## config.mk

```make
export PLATFORM = sky130hd
export DESIGN_NAME = rx_ring_writer
export DESIGN_NICKNAME = d
export VERILOG_FILES = /design/src/rtl/rxring_pkg.sv /design/src/rtl/rxr_regs.sv /design/src/rtl/rxr_ctrl.sv /design/src/rtl/rxr_datapath.sv /design/src/rtl/rx_ring_writer.sv
export SDC_FILE = /design/constraint.sdc
export NUM_CORES = 1
export LEC_CHECK = 0
export ABC_AREA = 0
export BUFFER_PORTS_ARGS = -buffer_cell sky130_fd_sc_hd__buf_2
export CORE_UTILIZATION = 30
export DETAILED_ROUTE_END_ITERATION = 6
export GPL_ROUTABILITY_DRIVEN = 0
export PLACE_DENSITY = 0.61
export SLEW_MARGIN = 20
export SYNTH_ARGS = -nofsm -noshare
export SYNTH_HDL_FRONTEND = slang
export SYNTH_SLANG_ARGS = --single-unit
export TNS_END_PERCENT = 50
```

## constraint.sdc

```tcl
create_clock -name clk -period 4.7 [get_ports clk]
set_input_delay 0.94 -clock clk [delete_from_list [all_inputs] [get_ports clk]]
set_output_delay 0.94 -clock clk [all_outputs]
set_load 0.05 [all_outputs]
```

## src/rtl/rxring_pkg.sv

```systemverilog
package rxring_pkg;

  localparam int WORD_W    = 32;
  localparam int LEN_W     = 11;
  localparam int ERR_N     = 5;
  localparam int RANGE_BIT = 26;

  // register word addresses
  localparam logic [2:0] REG_CTRL  = 3'd0;
  localparam logic [2:0] REG_STATE = 3'd1;
  localparam logic [2:0] REG_DBASE = 3'd2;
  localparam logic [2:0] REG_SBASE = 3'd3;
  localparam logic [2:0] REG_RLAST = 3'd4;
  localparam logic [2:0] REG_PROD  = 3'd5;
  localparam logic [2:0] REG_CONS  = 3'd6;

  typedef enum logic [3:0] {
    S_IDLE, S_RD_PTR, S_RD_CTL, S_CAP_CTL, S_ARMED, S_RECV, S_FLUSH, S_ST0, S_ST1
  } ringState_e;

  typedef struct packed {
    logic rdPtr;
    logic rdCtl;
    logic capCtl;
    logic take;
    logic wrSt0;
    logic wrSt1;
  } ringStb_t;

  function automatic logic [WORD_W-1:0] errToStatus(input logic [ERR_N-1:0] e);
    logic [WORD_W-1:0] r;
    r = '0;
    r[23] = e[0];
    r[24] = e[1];
    r[25] = e[2];
    r[27] = e[3];
    r[28] = e[4];
    return r;
  endfunction

endpackage

```

## src/rtl/rxr_regs.sv

```systemverilog
module rxr_regs
  import rxring_pkg::*;
#(
  parameter int IDX_W  = 4,
  parameter int REG_AW = 3
) (
  input  logic              clk,
  input  logic              rstN,
  input  logic              regWrEn,
  input  logic [REG_AW-1:0] regAddr,
  input  logic [31:0]       regWrData,
  output logic [31:0]       regRdData,
  input  logic              engineActive,
  input  logic [IDX_W-1:0]  prodIdx,
  output logic              rxOn,
  output logic [31:0]       descBase,
  output logic [31:0]       statBase,
  output logic [IDX_W-1:0]  ringLast,
  output logic [IDX_W-1:0]  consIdx
);

  localparam int PAD_W = 32 - IDX_W;

  logic [2:0] addrLo;
  assign addrLo = regAddr[2:0];

  always_ff @(posedge clk) begin
    if (!rstN) begin
      rxOn     <= 1'b0;
      descBase <= '0;
      statBase <= '0;
      ringLast <= '0;
      consIdx  <= '0;
    end else if (regWrEn) begin
      case (addrLo)
        REG_CTRL:  rxOn     <= regWrData[0];
        REG_DBASE: descBase <= {regWrData[31:2], 2'b00};
        REG_SBASE: statBase <= {regWrData[31:3], 3'b000};
        REG_RLAST: ringLast <= regWrData[IDX_W-1:0];
        REG_CONS:  consIdx  <= regWrData[IDX_W-1:0];
        default: ;
      endcase
    end
  end

  always_comb begin
    regRdData = '0;
    case (addrLo)
      REG_CTRL:  regRdData = {31'b0, rxOn};
      REG_STATE: regRdData = {31'b0, engineActive};
      REG_DBASE: regRdData = descBase;
      REG_SBASE: regRdData = statBase;
      REG_RLAST: regRdData = {{PAD_W{1'b0}}, ringLast};
      REG_PROD:  regRdData = {{PAD_W{1'b0}}, prodIdx};
      REG_CONS:  regRdData = {{PAD_W{1'b0}}, consIdx};
      default:   regRdData = '0;
    endcase
  end

endmodule

```

## src/rtl/rxr_ctrl.sv

```systemverilog
module rxr_ctrl
  import rxring_pkg::*;
#(
  parameter int IDX_W = 4
) (
  input  logic             clk,
  input  logic             rstN,
  input  logic             rxOn,
  input  logic [IDX_W-1:0] ringLast,
  input  logic [IDX_W-1:0] consIdx,
  input  logic             inValid,
  input  logic             inFirst,
  input  logic             inLast,
  output logic             inReady,
  output logic [IDX_W-1:0] prodIdx,
  output logic             engineActive,
  output ringStb_t         stb
);

  ringState_e state, stateNext;
  logic [IDX_W-1:0] prodNext;
  logic ringFull, canStart;

  assign prodNext = (prodIdx == ringLast) ? '0 : prodIdx + 1'b1;
  assign ringFull = (prodNext == consIdx);
  assign canStart = rxOn && !ringFull;

  always_comb begin
    stateNext = state;
    case (state)
      S_IDLE:    if (canStart) stateNext = S_RD_PTR;
      S_RD_PTR:  stateNext = S_RD_CTL;
      S_RD_CTL:  stateNext = S_CAP_CTL;
      S_CAP_CTL: stateNext = S_ARMED;
      S_ARMED: begin
        if (!rxOn)                   stateNext = S_IDLE;
        else if (inValid && inFirst) stateNext = inLast ? S_FLUSH : S_RECV;
      end
      S_RECV:  if (inValid && inLast) stateNext = S_FLUSH;
      S_FLUSH: stateNext = S_ST0;
      S_ST0:   stateNext = S_ST1;
      S_ST1:   stateNext = S_IDLE;
      default: stateNext = S_IDLE;
    endcase
  end

  always_ff @(posedge clk) begin
    if (!rstN) begin
      state   <= S_IDLE;
      prodIdx <= '0;
    end else begin
      state <= stateNext;
      if (state == S_ST1) prodIdx <= prodNext;
    end
  end

  assign inReady = ((state == S_IDLE) && !canStart) || (state == S_ARMED) || (state == S_RECV);
  assign engineActive = (state != S_IDLE);

  always_comb begin
    stb        = '0;
    stb.rdPtr  = (state == S_RD_PTR);
    stb.rdCtl  = (state == S_RD_CTL);
    stb.capCtl = (state == S_CAP_CTL);
    stb.take   = inValid && (((state == S_ARMED) && rxOn && inFirst) || (state == S_RECV));
    stb.wrSt0  = (state == S_ST0);
    stb.wrSt1  = (state == S_ST1);
  end

  // the produce index moves only when a status entry has just completed
  assert_prod_step_R5: assert property (@(posedge clk) disable iff (!rstN)
    (prodIdx != $past(prodIdx)) |-> ($past(state) == S_ST1));

  // a descriptor fetch starts only if a slot was free and receive was on
  assert_no_fetch_full_R6: assert property (@(posedge clk) disable iff (!rstN)
    (state == S_RD_PTR) |-> $past(canStart));

  // no frame byte is taken while receive is off and no frame is in progress
  assert_off_no_take_R7: assert property (@(posedge clk) disable iff (!rstN)
    (!rxOn && state != S_RECV) |-> !stb.take);

endmodule

```

## src/rtl/rxr_datapath.sv

```systemverilog
module rxr_datapath
  import rxring_pkg::*;
#(
  parameter int IDX_W = 4
) (
  input  logic             clk,
  input  logic             rstN,
  input  ringStb_t         stb,
  input  logic [7:0]       inByte,
  input  logic             inLast,
  input  logic [ERR_N-1:0] inErr,
  input  logic [31:0]      descBase,
  input  logic [31:0]      statBase,
  input  logic [IDX_W-1:0] prodIdx,
  input  logic [31:0]      memRdData,
  output logic             memRdEn,
  output logic             memWrEn,
  output logic [31:0]      memAddr,
  output logic [31:0]      memWrData
);

  localparam int CNT_W  = LEN_W + 1;
  localparam int WIDX_W = CNT_W - 2;
  localparam int OFF_W  = 32 - IDX_W - 3;

  logic [31:0]        bufPtr;
  logic [LEN_W-1:0]   bufLimit;
  logic [CNT_W-1:0]   cnt;
  logic [31:0]        wordBuf;
  logic               bufHas;
  logic               pendValid;
  logic [31:0]        pendAddr;
  logic [31:0]        pendData;
  logic               ovf;
  logic [ERR_N-1:0]   errLatch;
  logic [LEN_W-1:0]   lenLatch;

  logic               store;
  logic [1:0]         lane;
  logic [31:0]        mergedWord;
  logic [WIDX_W-1:0]  wordIdx;
  logic               pendNow;
  logic [31:0]        slotOff;
  logic [31:0]        statInfo;

  assign store   = (cnt <= {1'b0, bufLimit});
  assign lane    = cnt[1:0];
  assign wordIdx = store ? cnt[CNT_W-1:2] : {1'b0, bufLimit[LEN_W-1:2]};
  assign pendNow = (store && lane == 2'd3) || (inLast && (store || bufHas));
  assign slotOff = {{OFF_W{1'b0}}, prodIdx, 3'b000};

  always_comb begin
    mergedWord = wordBuf;
    mergedWord[8*lane +: 8] = inByte;
  end

  always_ff @(posedge clk) begin
    if (!rstN) begin
      bufPtr    <= '0;
      bufLimit  <= '0;
      cnt       <= '0;
      wordBuf   <= '0;
      bufHas    <= 1'b0;
      pendValid <= 1'b0;
      pendAddr  <= '0;
      pendData  <= '0;
      ovf       <= 1'b0;
      errLatch  <= '0;
      lenLatch  <= '0;
    end else begin
      pendValid <= 1'b0;
      if (stb.rdCtl) bufPtr <= memRdData;
      if (stb.capCtl) begin
        bufLimit <= memRdData[LEN_W-1:0];
        cnt      <= '0;
        ovf      <= 1'b0;
        wordBuf  <= '0;
        bufHas   <= 1'b0;
      end
      if (stb.take) begin
        if (pendNow) begin
          pendValid <= 1'b1;
          pendAddr  <= bufPtr + {{(32-WIDX_W-2){1'b0}}, wordIdx, 2'b00};
          pendData  <= store ? mergedWord : wordBuf;
          wordBuf   <= '0;
          bufHas    <= 1'b0;
        end else if (store) begin
          wordBuf <= mergedWord;
          bufHas  <= 1'b1;
        end
        if (store) cnt <= cnt + 1'b1;
        else       ovf <= 1'b1;
        if (inLast) begin
          errLatch <= inErr;
          lenLatch <= store ? cnt[LEN_W-1:0] : bufLimit;
        end
      end
    end
  end

  always_comb begin
    statInfo = errToStatus(errLatch);
    statInfo[LEN_W-1:0] = lenLatch;
    statInfo[RANGE_BIT] = ovf;
  end

  always_comb begin
    memRdEn   = 1'b0;
    memWrEn   = 1'b0;
    memAddr   = '0;
    memWrData = '0;
    if (pendValid) begin
      memWrEn   = 1'b1;
      memAddr   = pendAddr;
      memWrData = pendData;
    end else if (stb.wrSt0) begin
      memWrEn   = 1'b1;
      memAddr   = statBase + slotOff;
      memWrData = statInfo;
    end else if (stb.wrSt1) begin
      memWrEn   = 1'b1;
      memAddr   = statBase + slotOff + 32'd4;
    end else if (stb.rdPtr) begin
      memRdEn = 1'b1;
      memAddr = descBase + slotOff;
    end else if (stb.rdCtl) begin
      memRdEn = 1'b1;
      memAddr = descBase + slotOff + 32'd4;
    end
  end

  // every data write lands inside the descriptor's buffer
  assert_buf_bound_R3: assert property (@(posedge clk) disable iff (!rstN)
    pendValid |-> ((pendAddr - bufPtr) <= {{(32-LEN_W){1'b0}}, bufLimit}));

  // the stored-byte count never runs past the buffer size
  assert_cnt_sat_R3: assert property (@(posedge clk) disable iff (!rstN)
    cnt <= ({1'b0, bufLimit} + 1'b1));

  // no data word is still waiting while the status entry is written
  assert_status_after_data_R5: assert property (@(posedge clk) disable iff (!rstN)
    (stb.wrSt0 || stb.wrSt1) |-> !pendValid);

  // reads and writes never share a cycle on the memory port
  assert_port_exclusive_R10: assert property (@(posedge clk) disable iff (!rstN)
    !(memRdEn && memWrEn));

endmodule

```

## src/rtl/rx_ring_writer.sv

```systemverilog
module rx_ring_writer
  import rxring_pkg::*;
#(
  parameter int IDX_W  = 4,
  parameter int REG_AW = 3
) (
  input  logic              clk,
  input  logic              rstN,
  input  logic              regWrEn,
  input  logic [REG_AW-1:0] regAddr,
  input  logic [31:0]       regWrData,
  output logic [31:0]       regRdData,
  input  logic              inValid,
  output logic              inReady,
  input  logic [7:0]        inByte,
  input  logic              inFirst,
  input  logic              inLast,
  input  logic [4:0]        inErr,
  output logic              memRdEn,
  output logic              memWrEn,
  output logic [31:0]       memAddr,
  output logic [31:0]       memWrData,
  input  logic [31:0]       memRdData
);

  logic             rxOn;
  logic [31:0]      descBase;
  logic [31:0]      statBase;
  logic [IDX_W-1:0] ringLast;
  logic [IDX_W-1:0] consIdx;
  logic [IDX_W-1:0] prodIdx;
  logic             engineActive;
  ringStb_t         stb;

  rxr_regs #(.IDX_W(IDX_W), .REG_AW(REG_AW)) regs_i (
    .clk(clk), .rstN(rstN), .regWrEn(regWrEn), .regAddr(regAddr),
    .regWrData(regWrData), .regRdData(regRdData), .engineActive(engineActive),
    .prodIdx(prodIdx), .rxOn(rxOn), .descBase(descBase), .statBase(statBase),
    .ringLast(ringLast), .consIdx(consIdx)
  );

  rxr_ctrl #(.IDX_W(IDX_W)) ctrl_i (
    .clk(clk), .rstN(rstN), .rxOn(rxOn), .ringLast(ringLast), .consIdx(consIdx),
    .inValid(inValid), .inFirst(inFirst), .inLast(inLast), .inReady(inReady),
    .prodIdx(prodIdx), .engineActive(engineActive), .stb(stb)
  );

  rxr_datapath #(.IDX_W(IDX_W)) dp_i (
    .clk(clk), .rstN(rstN), .stb(stb), .inByte(inByte), .inLast(inLast),
    .inErr(inErr), .descBase(descBase), .statBase(statBase), .prodIdx(prodIdx),
    .memRdData(memRdData), .memRdEn(memRdEn), .memWrEn(memWrEn),
    .memAddr(memAddr), .memWrData(memWrData)
  );

endmodule

```

# Word level (Yosys, flattened, before mapping)
# Index checks and enable logic that the tools add are counted.
# word_totals
regBits	246
in_bits	86
out_inout_bits	99
wordCells	119
# op_classes
add_sub_neg	8
n_lt_le_gt_ge	1
eq_ne	20
shift	2
n_mux	42
reduce_logical	28
# op_table
op	count
32-bit two-way mux	11
32-bit case mux with 7 select lines	1
32-bit by 3-bit adder with 32-bit output (second input constant)	2
32-bit by 7-bit adder with 32-bit output	2
12-bit two-way mux	3
5-bit negator with 34-bit output	1
8-bit by 34-bit variable shift with 32-bit output (first input constant)	1
8-bit by 34-bit indexed part select with 32-bit output	1
32-bit by 12-bit adder with 32-bit output	1
32-bit bitwise mux	1
4-bit case mux with 8 select lines	1
29-bit two-way mux	1
4-bit two-way mux	5
4-bit by 3-bit equality test with 1-bit output (second input constant)	4
1-bit two-way mux	16
2-bit AND reduction	8
12-bit by 1-bit adder with 12-bit output (second input constant)	1
12-bit by 11-bit <= comparator with 1-bit output	1
11-bit two-way mux	1
10-bit two-way mux	1
3-bit equality test (second input constant)	3
1-bit logical AND	9
4-bit by 2-bit equality test with 1-bit output (second input constant)	2
4-bit equality test	2
15 further kinds	22

# Logic depth before layout (Yosys ltp)
# depth
ltp_word	9
depth_mapped	25
ltp_nobuf	21

# Hierarchy
# Synthesis repeated with hierarchy kept, for this count alone.
# hier_totals
cells_unflattened	2062
area_unflattened_um2	15871.5
# by_module_without_submodules
module	instances	cells_per_inst	area_per_inst_um2	seq_area_each_um2
rxr_datapath	1	1588	11957.7	3403.3
rxr_regs	1	384	3233.1	1361.3
rxr_ctrl	1	90	680.7	160.2

# Least setup slack after synthesis
# Ideal clock, no wire load.
# synth_path
path_type	flip-flop to output port
startpoint	register ctrl_i.prodIdx[0]
endpoint	output memAddr[29]
t_arrival_ns	4.002
slack_ns	-0.242
path_stages_with_launch	13
path_cell_list	dfxtp_1 > ha_1 > inv_1 > fa_1 > nand2b_1 > a2111o_1 > nor4_1 > a32oi_1 > a211o_1 > or4_4 > nor2_1 > xor2_1 > o21ai_0
# synth_via
elab_chain_len	7
# synth_lines
element	line_no	text
from (decl)	rxr_ctrl.sv:15	output logic [IDX_W-1:0] prodIdx,
from (signal assigned)	rxr_ctrl.sv:53	if (state == S_ST1) prodIdx <= prodNext;
32-bit by 7-bit adder with 32-bit output	rxr_datapath.sv:125, rxr_datapath.sv:128	
32-bit by 3-bit adder with 32-bit output	rxr_datapath.sv:128	memAddr = descBase + slotOff + 32'd4;
32-bit two-way mux	rxr_datapath.sv:126	end else if (stb.rdCtl) begin
32-bit two-way mux	rxr_datapath.sv:123	end else if (stb.rdPtr) begin
32-bit two-way mux	rxr_datapath.sv:120	end else if (stb.wrSt1) begin
32-bit two-way mux *	rxr_datapath.sv:116	end else if (stb.wrSt0) begin
32-bit two-way mux *	rxr_datapath.sv:112	if (pendValid) begin
to (decl)	rx_ring_writer.sv:21	output logic [31:0] memAddr,
# Every way passes the cells marked *; elsewhere a longest branch is shown, timed or not.

# Worst setup path in the final report
# layout_path
startpoint	register ctrl_i.prodIdx[0]
endpoint	output memAddr[26]
# Same word-level chain as after synthesis.

==> impl_metrics.py <==
metrics = {
    "detailed_routing": {
        "drt-total-wl_mm": 46.86,
        "route.vias.total": 13721,
        "drc": 0,
        "viasPerCell": 5.285,
        "wire_per_inst_um": 18.05,
        "first_pass_iters": 5,
        "ant_nets": 0,
        "drt_iter0_drc": 1241,
    },
    "power_and_ir_drop": {
        "p_switching_mw": 1.068,
        "p_leak_nw": 6.625,
        "power.share.clock_pct": 51.4,
        "p_sw_share_pct": 22.26,
        "p_int_mw": 3.730,
        "seq_power_share_pct": 44.1,
        "ir_drop_mv": 0.2243,
        "combPwrFrac_pct": 4.5,
        "power_density_mw_per_mm2": 282.7,
    },
    "synthesis": {
        "synth.largest_area_cell": "dfxtp_1",
        "async_reset_ff_share_pct": 0,
        "synth_edf_count": 0,
        "synth_ff_type": "dfxtp_1",
        "synth_area_sq_mm": 0.01387,
        "synth_top_family_by_area": "simple AND/OR/NAND/NOR gates",
        "synth.area.top_cells": "dfxtp_1, nand2_1, a21oi_1",
        "synth_xor_area_share_pct": 6.694,
        "avgSynthCellArea_sq_um": 7.649,
        "synthAdderAreaFrac_pct": 3.771,
        "ys_ff_latch": 246,
        "yosys-mux-area-fraction_pct": 3.419,
        "yosys.area_share.simple_pct": 24.92,
        "yosysTopAreaCellShare_pct": 35.51,
        "yosysSeqAreaShare_pct": 35.51,
        "synth_nets": 1939,
        "synth_compound_area_share_pct": 21.00,
        "yosysWarnings": 0,
        "syn_inst": 1813,
        "synth.distinct_cells": 82,
    },
    "layout": {
        "fin_util_pct": 37.32,
        "multi_input_area_sq_mm": 0.008582,
        "syn2layout_area_growth_pct": 22.38,
        "drive_above_1_share_pct": 18.38,
        "fin_nets": 2096,
        "fill_cells": 4748,
        "ff_latch_area_sq_mm": 0.004935,
        "design_area_sq_mm": 0.01697,
    },
    "worst_setup_path": {
        "cp-end-kind": "primary output",
        "cp.arrival_ps": 3830,
        "required_ps": 3760,
        "rrSetupSlack_ps": 350,
        "startpoint_type": "flop",
        "crit_start": "ctrl_i.prodIdx[0]",
        "criticalPathCategory": "reg -> out",
        "path_max_fanout": 5,
        "r2r_start": "dp_i.cnt[8]",
    },
    "floorplan": {
        "core_sq_mm": 0.04548,
        "dieArea_sq_mm": 0.04709,
        "die_x_um": 217.0,
        "row_count": 78,
        "die_h_um": 217.0,
        "start_util_pct": 30.49,
        "pin_count": 185,
    },
    "grt": {
        "grtUsageTotal_pct": 19.10,
        "grt_first_pass_wirelength_mm": 72.13,
        "first_global_vias": 12873,
        "grt_max_degree": 77,
        "gr-total-overflow": 0,
        "antenna_found_initial": 8,
    },
    "clock_tree": {
        "cts_buffer_depth": 3,
        "h-tree-depth": 1,
        "tritoncts": "built",
        "clk_latency_ps": 570,
        "hold_buffers": 0,
        "clkSinkCount": 246,
        "root_buffer": "clkbuf_16",
        "numCtsBuffers": 28,
        "path_clk_slew_ps": 60,
    },
    "sta": {
        "finalCriticalPeriod_ps": 4773,
        "fin_skew_ps": 36.34,
        "drv_slew": 0,
        "rsz0062_at_grt": "yes",
        "maxSlewHeadroom_pct": 28.77,
        "tightest_slew_ps": 1066,
        "period_share_pct": 101.5,
        "fin_ws_ps": -72.77,
        "setup_viol": 5,
        "max_freq_ghz": 0.2095,
        "finalHoldViolCount": 0,
    },
    "run_status": {
        "failed_checks": "negative setup slack",
        "status": "complete, but fails checks",
    },
    "placement": {
        "port_buffers": 184,
        "hpwl_mm": 34.13,
        "post_dp_cell_area_sq_mm": 0.01543,
        "pre_cts_slack_ps": 100.3,
    },
    "flow_run": {
        "cap_violations": 0,
    },
    "worst_hold_path": {
        "hold_start": "dp_i.pendData[29]",
        "hp-class": "reg -> reg",
    },
}
placed cells by master (no fill, tap or decap), drive strengths merged, types with 35 or more instances in the layout:
cell type / n
ha: 37
clkbuf: 41
mux2i: 44
xnor2: 44
buf: 246
xor2: 62
nand3: 67
dfxtp: 246
nor2: 109
a22o: 54
o21ai: 91
inv: 41
a21oi: 199
nand2: 373
nor3: 35
final timing paths:
kind | end | cells past startpoint
setup reg to reg | dp_i.pendAddr[31] | 17
hold reg to reg | dp_i.pendData[29] | 1
hold / removal | dp_i.pendData[29] | 1
setup / recovery | memAddr[26] | 14
cells in the mapped netlist (all sizes together), types with 3 or more instances:
master and instances:
and3 26, and2 24, nor2 109, or2 6
a21oi 199, xor2 62, nand2 373, o22ai 6
ha 37, clkbuf 97, nand2b 14, or4 4
nor4 8, nand3 67, or3 9, o21a 7
nor2b 16, o21ai 91, nand4 22, a311oi 3
a31oi 7, fa 3, nor3b 10, and4 5
a211oi 6, o211ai 3, buf 24, a211o 3
mux2i 44, o31ai 6, nor3 35, dfxtp 246
a21o 33, nand4b 6, xnor2 44, o32a 4
nand3b 5, a22o 54, a22oi 20, mux2 3
inv 40
state kept, by name, indices dropped and copies added, names as in the netlist:
signal	flops
dp_i.bufPtr	32
regs_i.statBase	29
dp_i.errLatch	5
dp_i.ovf	1
ctrl_i.prodIdx	4
dp_i.wordBuf	32
dp_i.cnt	12
regs_i.ringLast	4
dp_i.pendValid	1
dp_i.bufLimit	11
regs_i.descBase	30
dp_i.pendAddr	32
dp_i.pendData	32
ctrl_i.state	4
regs_i.rxOn	1
regs_i.consIdx	4
dp_i.bufHas	1
dp_i.lenLatch	11
stage by stage:
| step | hold slack, ps | instances | setup TNS [ps] | total power [mW] |
|---|---|---|---|---|
| finish | 438.7 | 2596 | -190.1 | 4.798 |
| global route | 459.4 | 2596 | -1462 | 4.956 |
| CTS | 445.2 | 2579 | -614.9 | 4.846 |
| detailed placement | 431.8 | 2523 | 0 | 2.371 |
| global placement | 428.5 | 2523 | 0 | 2.367 |
| floorplan | 416.7 | 1813 | -213.4 | 2.277 |
power by group through the flow:
stage | Clock [mW] | Sequential (mW) | Combinational (mW)
after floorplan | 0 | 2.15 | 0.124
after global placement | 0 | 2.16 | 0.205
after detailed placement | 0 | 2.16 | 0.209
after CTS | 2.52 | 2.12 | 0.211
after global routing | 2.61 | 2.12 | 0.231
final | 2.46 | 2.12 | 0.215
per-layer routing:
layer | share of wire [%] | global-route usage, % | vias up
met1 | 46 | 26.05 | 6568
met4 | 3.4 | 7.183 | 6
met5 | 0.068 | 0 | -
met3 | 6.2 | 3.173 | 89
li1 | - | - | 6616
met2 | 44 | 30.02 | 442
critical path: stages, from the launching register on:
cell,delay (ps)
dfxtp_2,350
ha_4,130
inv_2,40
fa_2,340
nand2b_4,180
a2111o_1,380
nor4_2,170
a32oi_1,160
a211o_1,320
buf_4,160
or4_4,460
nor2_2,120
xnor2_1,70
o21ai_1,200
buf_6,200
kinds of logic after synthesis:
| kind of cell | count (synthesis) |
|---|---|
| flip-flops | 246 |
| AND/OR/NAND/NOR | 742 |
| multiplexers | 47 |
| AO/OA/AOI/OAI | 469 |
| other | 1 |
| buffers and inverters | 162 |
| XOR/XNOR | 106 |
| adder cells (fa/ha/maj) | 40 |
final cells by class:
type,count,area share (%)
antenna,5,0.07372
clock buffer,39,4.910
clock inverter,12,1.297
inverter,41,0.9215
multi-input combinational,1405,50.56
sequential,246,29.07
tap,600,4.423
timing repair buffer,248,8.736
repair_timing:
item                                    4_1_cts  5_1_grt
pin swaps                                    14       19
endpoints found under the setup margin       22       36
gates resized for setup                      43       49
endpoints found under the hold margin         0        0
setup buffers                                 5       12
No activity file was read; power rests on OpenSTA's default activity.
